File: config.mk
export PLATFORM = sky130hd
export DESIGN_NAME = intr_present_unit
export DESIGN_NICKNAME = d
export VERILOG_FILES = /design/src/rtl/ipu_pkg.sv /design/src/rtl/ipu_next.sv /design/src/rtl/ipu_regs.sv /design/src/rtl/intr_present_unit.sv
export SDC_FILE = /design/constraint.sdc
export NUM_CORES = 1
export LEC_CHECK = 0
export BUFFER_PORTS_ARGS = -buffer_cell sky130_fd_sc_hd__buf_2
export CAP_MARGIN = 40
export CORE_ASPECT_RATIO = 1.25
export CORE_MARGIN = 4
export CORE_UTILIZATION = 48
export CTS_CLUSTER_SIZE = 40
export DETAILED_ROUTE_END_ITERATION = 7
export PLACE_DENSITY = 0.77
export SYNTH_ARGS = -nofsm -noshare
export SYNTH_HDL_FRONTEND = slang
export SYNTH_SLANG_ARGS = --single-unit
File: constraint.sdc
create_clock -name clk -period 4.4 [get_ports clk]
set_clock_uncertainty 0.15 [all_clocks]
set_input_delay 0.66 -clock clk [delete_from_list [all_inputs] [get_ports clk]]
set_output_delay 0.66 -clock clk [all_outputs]
set_load 0.005 [all_outputs]
File: src/rtl/ipu_pkg.sv
package ipu_pkg;
  typedef enum logic [2:0] {
    OP_NONE   = 3'd0,
    OP_ACCEPT = 3'd1,
    OP_POLL   = 3'd2,
    OP_CPPR   = 3'd3,
    OP_MFRR   = 3'd4,
    OP_EOI    = 3'd5
  } ipu_op_e;
endpackage

File: src/rtl/ipu_next.sv
module ipu_next
  import ipu_pkg::*;
#(
  parameter int SRC_W   = 24,
  parameter int PRIO_W  = 8,
  parameter int IPI_SRC = 2,
  localparam int WORD_W = SRC_W + PRIO_W
) (
  input  logic [PRIO_W-1:0] cur_cppr,
  input  logic [SRC_W-1:0]  cur_src,
  input  logic [PRIO_W-1:0] cur_pend,
  input  logic [PRIO_W-1:0] cur_mfrr,
  input  logic              cur_own,
  input  logic              cur_irq,
  input  logic              op_valid,
  input  logic [2:0]        op_code,
  input  logic [WORD_W-1:0] op_data,
  input  logic              req_valid,
  input  logic [SRC_W-1:0]  req_src,
  input  logic [PRIO_W-1:0] req_prio,
  output logic [PRIO_W-1:0] nx_cppr,
  output logic [SRC_W-1:0]  nx_src,
  output logic [PRIO_W-1:0] nx_pend,
  output logic [PRIO_W-1:0] nx_mfrr,
  output logic              nx_own,
  output logic              nx_irq,
  output logic              nx_rej,
  output logic [SRC_W-1:0]  nx_rej_src,
  output logic              nx_eoi,
  output logic [SRC_W-1:0]  nx_eoi_src,
  output logic              nx_resend
);
  localparam logic [PRIO_W-1:0] PRIO_NONE = '1;
  localparam logic [SRC_W-1:0]  IPI_NUM   = SRC_W'(IPI_SRC);

  logic          ipi_try;
  logic          busy;
  logic          lowered;
  ipu_op_e       op;

  assign op = ipu_op_e'(op_code);

  always_comb begin
    nx_cppr    = cur_cppr;
    nx_src     = cur_src;
    nx_pend    = cur_pend;
    nx_mfrr    = cur_mfrr;
    nx_own     = cur_own;
    nx_irq     = cur_irq;
    nx_rej     = 1'b0;
    nx_rej_src = '0;
    nx_eoi     = 1'b0;
    nx_eoi_src = '0;
    nx_resend  = 1'b0;
    ipi_try    = 1'b0;
    busy       = 1'b0;
    lowered    = 1'b0;
    if (op_valid) begin
      case (op)
        OP_ACCEPT: begin
          nx_cppr = cur_pend;
          nx_src  = '0;
          nx_pend = PRIO_NONE;
          nx_own  = 1'b0;
          nx_irq  = 1'b0;
        end
        OP_MFRR: begin
          nx_mfrr = op_data[PRIO_W-1:0];
          ipi_try = (op_data[PRIO_W-1:0] < cur_cppr);
        end
        OP_CPPR: begin
          nx_cppr = op_data[PRIO_W-1:0];
          lowered = (op_data[PRIO_W-1:0] < cur_cppr);
          if (lowered) begin
            if ((cur_src != '0) && (nx_cppr <= cur_pend)) begin
              nx_src  = '0;
              nx_pend = PRIO_NONE;
              nx_irq  = 1'b0;
              nx_own  = 1'b0;
              if (cur_own) begin
                nx_rej     = 1'b1;
                nx_rej_src = cur_src;
              end
            end
          end else if (cur_src == '0) begin
            nx_resend = 1'b1;
            ipi_try   = (cur_mfrr < nx_cppr);
          end
        end
        OP_EOI: begin
          nx_cppr    = op_data[WORD_W-1 -: PRIO_W];
          nx_eoi     = 1'b1;
          nx_eoi_src = op_data[SRC_W-1:0];
          if (cur_src == '0) begin
            nx_resend = 1'b1;
            ipi_try   = (cur_mfrr < nx_cppr);
          end
        end
        default: ;
      endcase
    end else if (req_valid) begin
      busy = (cur_src != '0) && (cur_pend <= req_prio);
      if ((req_prio >= cur_cppr) || busy) begin
        nx_rej     = 1'b1;
        nx_rej_src = req_src;
      end else begin
        if ((cur_src != '0) && cur_own) begin
          nx_rej     = 1'b1;
          nx_rej_src = cur_src;
        end
        nx_src  = req_src;
        nx_pend = req_prio;
        nx_own  = 1'b1;
        nx_irq  = 1'b1;
      end
    end
    // inter-processor interrupt check, applied to the already updated state
    if (ipi_try && !((nx_src != '0) && (nx_pend <= nx_mfrr))) begin
      if ((nx_src != '0) && nx_own) begin
        nx_rej     = 1'b1;
        nx_rej_src = nx_src;
      end
      nx_src  = IPI_NUM;
      nx_pend = nx_mfrr;
      nx_own  = 1'b0;
      nx_irq  = 1'b1;
    end
  end
endmodule

File: src/rtl/ipu_regs.sv
module ipu_regs #(
  parameter int SRC_W  = 24,
  parameter int PRIO_W = 8
) (
  input  logic              clk,
  input  logic              rst_n,
  input  logic              upd_en,
  input  logic [PRIO_W-1:0] nx_cppr,
  input  logic [SRC_W-1:0]  nx_src,
  input  logic [PRIO_W-1:0] nx_pend,
  input  logic [PRIO_W-1:0] nx_mfrr,
  input  logic              nx_own,
  input  logic              nx_irq,
  input  logic              nx_rej,
  input  logic [SRC_W-1:0]  nx_rej_src,
  input  logic              nx_eoi,
  input  logic [SRC_W-1:0]  nx_eoi_src,
  input  logic              nx_resend,
  output logic [PRIO_W-1:0] cppr_q,
  output logic [SRC_W-1:0]  src_q,
  output logic [PRIO_W-1:0] pend_q,
  output logic [PRIO_W-1:0] mfrr_q,
  output logic              own_q,
  output logic              irq_q,
  output logic              rej_q,
  output logic [SRC_W-1:0]  rej_src_q,
  output logic              eoi_q,
  output logic [SRC_W-1:0]  eoi_src_q,
  output logic              resend_q
);
  always_ff @(posedge clk or negedge rst_n) begin
    if (!rst_n) begin
      cppr_q <= '0;
      src_q  <= '0;
      pend_q <= '1;
      mfrr_q <= '1;
      own_q  <= 1'b0;
      irq_q  <= 1'b0;
    end else if (upd_en) begin
      cppr_q <= nx_cppr;
      src_q  <= nx_src;
      pend_q <= nx_pend;
      mfrr_q <= nx_mfrr;
      own_q  <= nx_own;
      irq_q  <= nx_irq;
    end
  end

  always_ff @(posedge clk or negedge rst_n) begin
    if (!rst_n) begin
      rej_q     <= 1'b0;
      rej_src_q <= '0;
      eoi_q     <= 1'b0;
      eoi_src_q <= '0;
      resend_q  <= 1'b0;
    end else begin
      rej_q     <= nx_rej;
      rej_src_q <= nx_rej_src;
      eoi_q     <= nx_eoi;
      eoi_src_q <= nx_eoi_src;
      resend_q  <= nx_resend;
    end
  end
endmodule

File: src/rtl/intr_present_unit.sv
module intr_present_unit
  import ipu_pkg::*;
#(
  parameter int SRC_W   = 24,
  parameter int PRIO_W  = 8,
  parameter int IPI_SRC = 2,
  localparam int WORD_W = SRC_W + PRIO_W
) (
  input  logic              clk,
  input  logic              rst_n,
  input  logic              req_valid,
  input  logic [SRC_W-1:0]  req_src,
  input  logic [PRIO_W-1:0] req_prio,
  output logic              req_ready,
  input  logic              op_valid,
  input  logic [2:0]        op_code,
  input  logic [WORD_W-1:0] op_data,
  output logic [WORD_W-1:0] rd_data,
  output logic [PRIO_W-1:0] mfrr_out,
  output logic              irq_out,
  output logic              rej_valid,
  output logic [SRC_W-1:0]  rej_src,
  output logic              eoi_valid,
  output logic [SRC_W-1:0]  eoi_src,
  output logic              resend_valid
);
  logic [PRIO_W-1:0] cppr_q, pend_q, mfrr_q, nx_cppr, nx_pend, nx_mfrr;
  logic [SRC_W-1:0]  src_q, nx_src, nx_rej_src, nx_eoi_src;
  logic              own_q, nx_own, nx_irq, nx_rej, nx_eoi, nx_resend;

  ipu_next #(.SRC_W(SRC_W), .PRIO_W(PRIO_W), .IPI_SRC(IPI_SRC)) u_next (
    .cur_cppr(cppr_q), .cur_src(src_q), .cur_pend(pend_q), .cur_mfrr(mfrr_q),
    .cur_own(own_q), .cur_irq(irq_out),
    .op_valid(op_valid), .op_code(op_code), .op_data(op_data),
    .req_valid(req_valid), .req_src(req_src), .req_prio(req_prio),
    .nx_cppr(nx_cppr), .nx_src(nx_src), .nx_pend(nx_pend), .nx_mfrr(nx_mfrr),
    .nx_own(nx_own), .nx_irq(nx_irq), .nx_rej(nx_rej), .nx_rej_src(nx_rej_src),
    .nx_eoi(nx_eoi), .nx_eoi_src(nx_eoi_src), .nx_resend(nx_resend)
  );

  ipu_regs #(.SRC_W(SRC_W), .PRIO_W(PRIO_W)) u_regs (
    .clk(clk), .rst_n(rst_n), .upd_en(op_valid | req_valid),
    .nx_cppr(nx_cppr), .nx_src(nx_src), .nx_pend(nx_pend), .nx_mfrr(nx_mfrr),
    .nx_own(nx_own), .nx_irq(nx_irq), .nx_rej(nx_rej), .nx_rej_src(nx_rej_src),
    .nx_eoi(nx_eoi), .nx_eoi_src(nx_eoi_src), .nx_resend(nx_resend),
    .cppr_q(cppr_q), .src_q(src_q), .pend_q(pend_q), .mfrr_q(mfrr_q),
    .own_q(own_q), .irq_q(irq_out), .rej_q(rej_valid), .rej_src_q(rej_src),
    .eoi_q(eoi_valid), .eoi_src_q(eoi_src), .resend_q(resend_valid)
  );

  assign rd_data   = {cppr_q, src_q};
  assign mfrr_out  = mfrr_q;
  assign req_ready = ~op_valid;

  // line follows presence of a pending entry
  p_line_pending_r4: assert property (@(posedge clk) disable iff (!rst_n)
    irq_out == (src_q != '0));

  // an empty slot always carries the "none" priority
  p_empty_prio_r5: assert property (@(posedge clk) disable iff (!rst_n)
    (src_q == '0) |-> (pend_q == '1));

  p_low_prio_bounce_r2: assert property (@(posedge clk) disable iff (!rst_n)
    (req_valid && !op_valid && (req_prio >= cppr_q))
      |=> (rej_valid && (rej_src == $past(req_src))));

  p_accept_clear_r5: assert property (@(posedge clk) disable iff (!rst_n)
    (op_valid && (op_code == 3'd1))
      |=> ((src_q == '0) && !irq_out && (cppr_q == $past(pend_q))));

  p_eoi_forward_r10: assert property (@(posedge clk) disable iff (!rst_n)
    (op_valid && (op_code == 3'd5))
      |=> (eoi_valid && (eoi_src == $past(op_data[SRC_W-1:0]))));
endmodule

==> impl_metrics.py <==
metrics = {
    "status": {
        "status": "finished, final reports clean",
    },
    "floorplanning": {
        "start_util_pct": 49.0,
        "rows": 45,
        "dieArea_um2": 14300,
        "die_w_um": 108,
        "pin_count": 164,
        "die_y_um": 133,
        "fp.coreArea_um2": 12200,
    },
    "finish": {
        "final_nets": 989,
        "insertedDiodeCount": 0,
        "area_growth_pct": 34.9,
        "finalInstanceArea_um2": 8040,
        "fin_cells": 1034,
        "fin_util_pct": 66.1,
        "drive_gt1_share_pct": 37.5,
    },
    "job": {
        "max-cap-violations": 0,
    },
    "setup_path": {
        "end_kind": "flop",
        "cpMaxStageDelayCell": "dfstp_2",
        "crit_buf_inv": 3,
        "critical_path_peak_fanout": 3,
        "rrSetupSlack_ns": 0.07,
        "crit_type": "reg2reg",
        "critPathMaxStageDelay_ns": 0.57,
        "path_delay_family": "compound AO/OA/AOI/OAI gates",
        "path_cells": "buf_12 -> ha_4 -> nand4_1 -> buf_4 -> a211o_1 -> a311oi_4 -> and2_4 -> nand2_2 -> a32oi_2 -> ha_1 -> nor2b_4 -> o21a_1 -> o21a_1 -> o21bai_1 -> a21oi_2 -> o21ai_1 -> a21oi_2 -> buf_4 -> a31oi_1 -> o21ai_0",
        "start_kind": "flop",
        "cp.required_ns": 4.46,
        "crit_arrival_ns": 4.39,
    },
    "synth": {
        "synthTopCellsByArea": "dfrtp_1 36%, ha_1 11%, dfstp_2 7.1%, o21ai_0 4.4%, nand2_1 4.3%",
        "seq_area_frac_synth_pct": 42.7,
        "synth_warnings": 0,
        "synth_cells": 644,
        "async_flop_share_pct": 100,
        "syn_avg_cell_area_um2": 9.26,
        "synth_top_area_share_pct": 35.7,
        "synth_flop_cell": "dfrtp_1",
        "yosys.area.top_type": "dfrtp_1",
        "syn_nets": 768,
        "synth.cell_area_um2": 5960,
        "yosys_register_bits": 101,
        "synth-edff-count": 0,
        "post_synth_num_cell_types": 53,
    },
    "sta": {
        "period_needed_ns": 4.33,
        "final-setup-viol-count": 0,
        "tightest_slew_ns": 0.758,
        "setup_tns_ns": 0,
        "slew_viol_final": 0,
        "fmax_mhz": 231,
        "hold_violations": 0,
        "slew_headroom_pct": 49.3,
        "holdWs_ns": 0.167,
        "post-route-period-util_pct": 98.5,
    },
    "placed_design": {
        "dp.cells": 999,
        "portBuffers": 163,
        "dpl_cell_area_um2": 7310,
        "dpl.hpwl_um": 14900,
        "gp_congestion": 0.933,
    },
    "routing": {
        "drt_wl_total_um": 20000,
        "wire_per_inst_um": 19.4,
        "drtIter0Drc": 384,
        "vias": 6045,
        "drt_first_pass_iters": 5,
        "drc": 0,
        "antenna_left": 0,
        "via_per_inst": 5.85,
    },
    "clocking": {
        "clockBufferDepth": 2,
        "cts.sinks": 101,
        "cts_tree": "yes",
        "clock-root-buffer": "clkbuf_16",
        "htreeDepth": 3,
        "cts_buffers": 9,
        "clk_pin_slew_worst_paths_ns": 0.07,
        "clk_latency_ns": 0.35,
    },
    "global_routing": {
        "grt_start_max_net_pins": 70,
        "grt_first_pass_wirelength_um": 30600,
        "antenna_found_initial": 0,
        "track_usage_pct": 27.1,
        "grt-ovfl-total": 0,
        "grt_pass1_vias": 6010,
    },
    "min_path": {
        "worstHoldPathType": "in2async",
    },
    "power": {
        "p_leak_nw": 4.10,
        "power_density_nw_per_um2": 494,
        "power.ir.vdd_worst_v": 0.000294,
    },
}
-- Yosys cell counts (all sizes together) (7+ instances only) --
master and number:
a21o 13, a21oi 46, a22oi 31, a32oi 7, and2 18, buf 12, clkbuf 22, dfrtp 85
dfstp 16, ha 53, inv 51, mux2 7, nand2 69, nand3 9, nand4 8, nor2 38
nor3 17, nor4 9, o21ai 53, o221ai 8, o22ai 10
-- cell families (layout without fill, tap and decap cells) --
group | count (synthesis) | in the layout | share of synthesized area (%)
buffers and inverters | 85 | 310 | 6.05
muxes | 10 | 10 | 1.83
and+or+nand+nor | 184 | 185 | 14.4
AOI/OAI and AO/OA | 211 | 211 | 23.8
adders and majority gates | 53 | 53 | 11.1
DFF | 101 | 101 | 42.7
-- worst paths after layout --
kind / to / startpoint / cells past startpoint
worst min register to register: u_regs.cppr_q[5] / u_regs.cppr_q[5] / 2
worst max-delay path: u_regs.rej_src_q[13] / u_regs.pend_q[5] / 20
worst min-delay path: u_regs.cppr_q[4] / rst_n / 2
worst max register to register: u_regs.rej_src_q[13] / u_regs.pend_q[5] / 20
max in group asynchronous: u_regs.pend_q[0] / rst_n / 3
min in group clk: u_regs.eoi_src_q[19] / op_data[19] / 2
-- layout make-up --
| type | count | area, µm² |
|---|---|---|
| clock inverter | 6 | 68.8 |
| multi-input combinational | 459 | 3290 |
| fill | 1007 | 4120 |
| timing repair buffer | 243 | 1510 |
| sequential | 101 | 2550 |
| clock buffer | 10 | 229 |
| inverter | 51 | 191 |
| tap | 164 | 205 |
-- layer usage --
metal	track usage [%]	wire length (µm)	share of wire (%)	up-vias
li1	-	-	-	2779
met1	31.3	7380	37	2904
met2	47.6	10400	52	310
met3	5.08	1550	7.7	52
met4	12.9	735	3.7	0
met5	0	0	0	-
-- cell usage in the layout, fill, tap and decap left out, types with 6 or more instances in the layout --
cell,count
buf_2,162
dfrtp_1,84
buf_4,73
nand2_1,67
inv_1,51
ha_1,49
a21oi_1,42
nor2_1,38
a22oi_1,31
o21ai_0,28
nor3_1,17
and2_1,16
dfstp_2,16
a21o_1,13
o21ai_2,13
o22ai_1,10
o21ai_1,10
clkbuf_16,9
nand3_1,8
nand4_1,8
o221ai_1,8
mux2_2,7
a211oi_1,6
-- sequential cells by signal (all words and copies together) (netlist names), 8 cells and up --
register          flops
u_regs.rej_src_q     24
u_regs.cppr_q         8
u_regs.src_q         24
u_regs.pend_q         8
u_regs.mfrr_q         8
u_regs.eoi_src_q     24
-- metrics by stage --
step | setup WS [ns] | total power [mW]
finish | 0.0658 | 3.97
global route | -0.0755 | 4.21
CTS | 0.0129 | 3.75
detailed placement | -0.110 | 2.92
global placement | -0.0416 | 2.86
floorplan | -0.00131 | 2.18
-- where the power goes --
part	internal [mW]	switching, mW	total, mW
Sequential	1.14	0.190	1.33
Clock	0.446	0.362	0.808
Combinational	0.859	0.973	1.83
Total	2.45	1.52	3.97
-- timing repair --
| action | 4_1_cts | 5_1_grt |
|---|---|---|
| hold buffers | 0 | 0 |
| buffers inserted | 0 | 16 |
| endpoints found under the setup margin | 44 | 59 |
| cloned | 0 | 2 |
| gates resized for setup | 2 | 72 |
| pin swaps | 0 | 19 |
Power figures use the tool's default switching activity.
